### config.mk
export PLATFORM = sky130hd
export DESIGN_NAME = bus_clk_div
export DESIGN_NICKNAME = d
export VERILOG_FILES = /design/src/rtl/bdiv_pkg.sv /design/src/rtl/bdiv_ctrl.sv /design/src/rtl/bdiv_phase.sv /design/src/rtl/bus_clk_div.sv
export SDC_FILE = /design/constraint.sdc
export NUM_CORES = 1
export LEC_CHECK = 0
export BUFFER_PORTS_ARGS = -buffer_cell sky130_fd_sc_hd__buf_2
export CAP_MARGIN = 20
export CORE_MARGIN = 2
export CORE_UTILIZATION = 46
export CTS_CLUSTER_SIZE = 40
export DETAILED_ROUTE_END_ITERATION = 6
export PLACE_DENSITY_LB_ADDON = 0.15
export RECOVER_POWER = 25
export SETUP_SLACK_MARGIN = 0.05
export SLEW_MARGIN = 20
export SYNTH_ARGS = -nofsm -noshare
export SYNTH_HDL_FRONTEND = slang
export SYNTH_HIERARCHICAL = 1
export SYNTH_SLANG_ARGS = --single-unit
export TNS_END_PERCENT = 1
### constraint.sdc
create_clock -name clk -period 2 [get_ports clk]
set_clock_uncertainty 0.05 [all_clocks]
set_input_delay 0.3 -clock clk [delete_from_list [all_inputs] [get_ports clk]]
set_output_delay 0.3 -clock clk [all_outputs]
set_load 0.03 [all_outputs]
### src/rtl/bdiv_pkg.sv
package bdiv_pkg;
  localparam int REG_W     = 32;
  localparam int DIV_LSB   = 0;
  localparam int READY_BIT = 11;
  localparam int EN_BIT    = 15;
  localparam int MAX_W     = 16;

  // Ratio produced by a divide field value.
  function automatic logic [MAX_W:0] ratio_of(input logic [MAX_W-1:0] field);
    return {1'b0, field} + 1'b1;
  endfunction

  // Level output is high in the first half (rounded up) of the period.
  function automatic logic level_on(input logic [MAX_W-1:0] pos,
                                    input logic [MAX_W-1:0] field);
    return pos <= (field >> 1);
  endfunction
endpackage

### src/rtl/bdiv_ctrl.sv
module bdiv_ctrl #(
  parameter int DIV_W = 7
) (
  input  logic             clk,
  input  logic             rst_n,
  input  logic             wr_en,
  input  logic [31:0]      wdata,
  input  logic             unlocked,
  input  logic             period_end,
  output logic [DIV_W-1:0] cur_div,
  output logic             enable,
  output logic             ready,
  output logic             load_evt
);
  import bdiv_pkg::*;

  logic             pend_q;
  logic [DIV_W-1:0] pend_div;
  logic             en_q;
  logic             cfg_wr;
  logic             take_div;

  assign cfg_wr   = wr_en & unlocked;
  assign take_div = cfg_wr & ~pend_q;
  assign load_evt = pend_q & period_end;
  assign ready    = ~pend_q;
  assign enable   = en_q;

  always_ff @(posedge clk) begin
    if (!rst_n) begin
      cur_div  <= '0;
      pend_div <= '0;
      pend_q   <= 1'b0;
      en_q     <= 1'b1;
    end else begin
      if (cfg_wr) en_q <= wdata[EN_BIT];
      if (take_div) begin
        pend_q   <= 1'b1;
        pend_div <= wdata[DIV_LSB +: DIV_W];
      end else if (load_evt) begin
        pend_q  <= 1'b0;
        cur_div <= pend_div;
      end
    end
  end

  // accepted write drops ready on the next cycle
  a_r5_ready_drops: assert property (@(posedge clk) disable iff (!rst_n)
    take_div |=> !ready);
  // applied ratio changes only through a boundary load
  a_r6_load_on_boundary: assert property (@(posedge clk) disable iff (!rst_n)
    (cur_div != $past(cur_div)) |-> $past(load_evt));
  // busy write does not disturb the running ratio or the handshake
  a_r7_busy_ignored: assert property (@(posedge clk) disable iff (!rst_n)
    (cfg_wr && !ready && !period_end) |=> (!ready && $stable(cur_div)));
  // locked write cannot start an update
  a_r8_locked: assert property (@(posedge clk) disable iff (!rst_n)
    (wr_en && !unlocked && ready) |=> (ready && $stable(enable)));
endmodule

### src/rtl/bdiv_phase.sv
module bdiv_phase #(
  parameter int DIV_W = 7
) (
  input  logic             clk,
  input  logic             rst_n,
  input  logic [DIV_W-1:0] cur_div,
  input  logic             enable,
  output logic             period_end,
  output logic             div_pulse,
  output logic             div_level
);
  import bdiv_pkg::*;

  logic [DIV_W-1:0] cnt;

  assign period_end = (cnt == cur_div);
  assign div_pulse  = enable & period_end;
  assign div_level  = enable & level_on(MAX_W'(cnt), MAX_W'(cur_div));

  always_ff @(posedge clk) begin
    if (!rst_n)          cnt <= '0;
    else if (period_end) cnt <= '0;
    else                 cnt <= cnt + 1'b1;
  end

  // position never passes the period end
  a_r2_cnt_in_range: assert property (@(posedge clk) disable iff (!rst_n)
    cnt <= cur_div);
  // gated outputs stay quiet
  a_r3_gated: assert property (@(posedge clk) disable iff (!rst_n)
    !enable |-> (!div_pulse && !div_level));
  // ratio 1 holds the enable high
  a_r9_unity: assert property (@(posedge clk) disable iff (!rst_n)
    (enable && cur_div == '0) |-> div_pulse);
  // level is low in the last cycle of periods longer than one
  a_r4_level_low_at_end: assert property (@(posedge clk) disable iff (!rst_n)
    (div_pulse && cur_div != '0) |-> !div_level);
endmodule

### src/rtl/bus_clk_div.sv
module bus_clk_div #(
  parameter int DIV_W = 7
) (
  input  logic        clk,
  input  logic        rst_n,
  input  logic        reg_wr,
  input  logic [31:0] reg_wdata,
  input  logic        key_unlocked,
  output logic [31:0] reg_rdata,
  output logic        div_pulse,
  output logic        div_level
);
  import bdiv_pkg::*;

  logic [DIV_W-1:0] cur_div;
  logic             enable;
  logic             ready;
  logic             load_evt;
  logic             period_end;

  bdiv_ctrl #(.DIV_W(DIV_W)) u_ctrl (
    .clk        (clk),
    .rst_n      (rst_n),
    .wr_en      (reg_wr),
    .wdata      (reg_wdata),
    .unlocked   (key_unlocked),
    .period_end (period_end),
    .cur_div    (cur_div),
    .enable     (enable),
    .ready      (ready),
    .load_evt   (load_evt)
  );

  bdiv_phase #(.DIV_W(DIV_W)) u_phase (
    .clk        (clk),
    .rst_n      (rst_n),
    .cur_div    (cur_div),
    .enable     (enable),
    .period_end (period_end),
    .div_pulse  (div_pulse),
    .div_level  (div_level)
  );

  always_comb begin
    reg_rdata                      = '0;
    reg_rdata[DIV_LSB +: DIV_W]    = cur_div;
    reg_rdata[READY_BIT]           = ready;
    reg_rdata[EN_BIT]              = enable;
  end

  // reset state of the handshake
  a_r1_ready_after_reset: assert property (@(posedge clk)
    !rst_n |=> ready);
  // unused bits never set
  a_r10_reserved_zero: assert property (@(posedge clk) disable iff (!rst_n)
    (reg_rdata & ~32'h0000_887F) == 32'h0);
endmodule

Yosys cells after proc, flatten, opt, wreduce, memory -nomap -nowiden
Cells that the tools add are included.
{"block": "classes", "n_addsub": 1, "n_mul": 0, "div": 0, "order_cmp": 1, "n_eq_ne": 1, "shift": 0, "muxes": 2, "n_bitwise": 8, "n_reduce_logical": 3}
{"operator": "adder 7 x 1 -> 7 bit, second input constant", "count": 1}
{"operator": "== test 7 bit", "count": 1}
{"operator": "less-or-equal comparator 7 x 6 -> 1 bit", "count": 1}
{"operator": "bitwise AND 1 bit", "count": 5}
{"operator": "NOT 1 bit", "count": 3}
{"operator": "2-to-1 mux 1 bit", "count": 2}
{"operator": "AND reduction 2 bit", "count": 1}
{"operator": "nonzero test 2 bit", "count": 1}
{"operator": "OR reduction 2 bit", "count": 1}
{"block": "word_totals", "register_bits": 23, "latch_bits": 0, "ram_bits": 0, "mem_bits_ro": 0, "inputBits": 36, "out_inout_bits": 34, "word_cells": 21, "memories": 0}

Depth between registers and ports, before layout
{"block": "depth", "depth_word": 4, "mapped_depth": 7, "mapped_depth_nobuf": 5}

By module
Netlist, hierarchy kept.
{"mod": "bdiv_ctrl", "n_inst": 1, "cells_per_inst": 72, "area_per_inst_um2": 678.2}
{"mod": "bdiv_phase", "n_inst": 1, "cells_per_inst": 66, "area_per_inst_um2": 593.1}
{"mod": "bus_clk_div", "n_inst": 1, "cells_per_inst": 26, "area_per_inst_um2": 191.4}

Least setup slack after synthesis
Ideal clock, no wire load.
{"block": "synth_path", "path_type": "reg-to-output", "from": "register u_ctrl.cur_div[3]", "to": "output port div_level", "t_arrival_ns": 1.612, "required_ns": 1.650, "slack_ns": 0.038, "path_stages_with_launch": 6, "path_buffers": 0, "path_cell_list": "dfxtp_1 > inv_1 > ha_1 > a21oi_1 > a21oi_1 > o22ai_1"}
{"block": "synth_between", "elab_chain_cells": 2}
{"item": "from (decl)", "line": "bdiv_ctrl.sv:10", "source": "output logic [DIV_W-1:0] cur_div,"}
{"item": "from (signal assigned)", "line": "bdiv_ctrl.sv:42", "source": "cur_div <= pend_div;"}
{"item": "less-or-equal comparator 7 x 6 -> 1 bit", "line": "bdiv_pkg.sv:16", "source": "return pos <= (field >> 1);"}
{"item": "bitwise AND 1 bit", "line": "bdiv_phase.sv:18", "source": "assign div_level = enable & level_on(MAX_W'(cnt), MAX_W'(cur_div));"}
{"item": "to (decl)", "line": "bus_clk_div.sv:11", "source": "output logic div_level"}
No other way between the ends.

Final worst setup path
{"block": "layout_path", "from": "register u_ctrl.cur_div[5]", "to": "output port div_level"}
The elaborated chain is that of the path after synthesis.

==> results.json <==
{
  "hold_end": "u_ctrl/pend_div[0]$_SDFFE_PN0P_",
  "drt-wirelength-per-cell_um": 11.8,
  "start_util": 0.481,
  "reg2reg_to": "u_ctrl/cur_div[6]$_SDFFE_PN0P_",
  "slew_viol_final": 0,
  "cts_tree": "done",
  "grt_pass1_wl_um": 4660,
  "min_period_over_period": 0.969,
  "die_w_um": 60.3,
  "hold_viol_final": 0,
  "status": "finished clean",
  "syn_area_per_cell_um2": 8.93,
  "min_path_cells": 3,
  "cts_made_buffers": 3,
  "antennaDiodeCount": 0,
  "gp_congestion": 0.805,
  "worstHoldPathType": "input pin to flip-flop",
  "via_per_inst": 4.89,
  "ios": 70,
  "path_class": "flip-flop to output port",
  "htreeDepth": 1,
  "rsz0062_at_grt": "true",
  "required_ps": 1650,
  "setup_violations": 0,
  "startpoint": "u_ctrl/cur_div[5]$_SDFFE_PN0P_",
  "dr.pass1.iters": 4,
  "arrival_ps": 1590,
  "clk_path_buf_depth": 2,
  "rows": 20,
  "pwr_density_cell_nw_per_um2": 589,
  "vias": 1119,
  "antenna_found_initial": 0,
  "dieArea_um2": 3630,
  "worstHoldStart": "reg_wdata[0]",
  "grt_max_degree": 20,
  "reg2reg_slack_ps": 420,
  "p_total_mw": 0.951,
  "max_clock_freq_mhz": 516,
  "clock_sinks": 23,
  "synth_cells": 163,
  "clk_latency_ps": 310,
  "overflow": 0,
  "grt_use_total": 0.168,
  "first_global_vias": 1005,
  "period_needed_ps": 1940,
  "coreArea_um2": 3030,
  "syn2layout_area_growth_pct": 10.8,
  "final_cell_area_um2": 1610,
  "io_buffers": 22,
  "leakage_nw": 0.743,
  "r2r_cells": 6,
  "placed_cell_area_um2": 1520,
  "wirelength_um": 2700,
  "drc": 0,
  "critPathLaunchType": "flip-flop",
  "end_kind": "output port",
  "ant_nets": 0,
  "r2r_start": "u_phase/cnt[2]$_SDFF_PP0_",
  "drive_gt1_frac": 0.335,
  "die_h_um": 60.3,
  "ys_warn_count": 6,
  "layout.nets": 229,
  "drv_cap": 0,
  "syn-cell-area_um2": 1460,
  "ir_worst_vdd_v": 0.000292,
  "dp_hpwl_um": 2050,
  "drt_iter0_drc": 36,
  "crit_path_max_fanout": 4,
  "cts_root_buffer": "clkbuf_4",
  "clk_pin_slew_ps": 140
}
==> cells in the final DEF, fill, tap and decap left out, types with 2 or more instances in the layout <==
cell	instances
mux2i_1	7
a21oi_2	2
clkbuf_4	3
a211oi_1	4
buf_4	7
nand3_1	12
conb_1	23
ha_4	2
xor2_1	9
dfxtp_1	12
a21bo_2	7
inv_1	9
o2111ai_1	2
a21oi_1	11
nand2_1	15
buf_2	20
ha_1	5
dfxtp_2	10
a31o_2	2
==> power breakdown <==
| group | total, mW | internal (mW) | leakage (nW) | switching (mW) |
|---|---|---|---|---|
| combinational | 0.247 | 0.0846 | 0.536 | 0.162 |
| clock | 0.221 | 0.0760 | 0.0139 | 0.145 |
| sequential | 0.483 | 0.472 | 0.192 | 0.0115 |
==> per-layer routing <==
metal / up-vias / GRT usage / wire (µm)
li1: 558 / - / -
met1: 517 / 0.233 / 1270
met2: 42 / 0.272 / 1240
met3: 2 / 0.0216 / 181
met4: 0 / 0.0444 / 14
met5: - / 0 / 0
==> sequential cells by signal, indices dropped and copies added (netlist names) <==
register         flops
u_phase/cnt          7
u_ctrl/cur_div       7
u_ctrl/pend_div      7
u_ctrl/enable        1
u_ctrl/pend_q        1
==> area by class of cell <==
| class | count | area [µm²] |
|---|---|---|
| flip-flops and latches | 23 | 477 |
| inverters | 10 | 40.0 |
| fillers | 304 | 1410 |
| clock buffers | 3 | 22.5 |
| repair buffers | 29 | 184 |
| well taps | 44 | 55.1 |
| clock inverters | 1 | 7.51 |
| multi-input cells | 119 | 828 |
==> critical path, cell delays in order (launching register included) <==
cell and delay, ps:
dfxtp_4 410, inv_4 40, ha_4 250, nand4b_1 180
a21oi_2 170, o22ai_2 80, buf_6 150
==> through the flow <==
| stage | worst slack (ps) | std cells | utilization | setup TNS [ps] | hold WS (ps) |
|---|---|---|---|---|---|
| floorplan | 57.9 | 185 | - | 0 | 366 |
| global placement | 302 | 224 | 0.501 | 0 | 395 |
| detailed placement | 249 | 224 | 0.501 | 0 | 399 |
| CTS | 39.8 | 229 | 0.530 | 0 | 156 |
| global route | -57.0 | 229 | 0.533 | -57.0 | 141 |
| finish | 62.1 | 229 | 0.533 | 0 | 167 |
==> how the worst max path moves through the flow <==
stage	cells after the start	slack, ps	endpoint
final	6	60	div_level
after global routing	6	-60	div_level
after floorplan	6	60	u_ctrl/cur_div[4]$_SDFFE_PN0P_
after CTS	6	40	div_level
after detailed placement	6	250	div_level
after global placement	6	300	div_level
==> repair_timing <==
item | in CTS | in global routing
pin swaps | 4 | 3
gates resized for setup | 16 | 5
hold buffers | 0 | 0
buffers inserted | 1 | 0
cloned | 0 | 0
endpoints found under the setup margin | 2 | 2
Power figures use the tool's default switching activity.
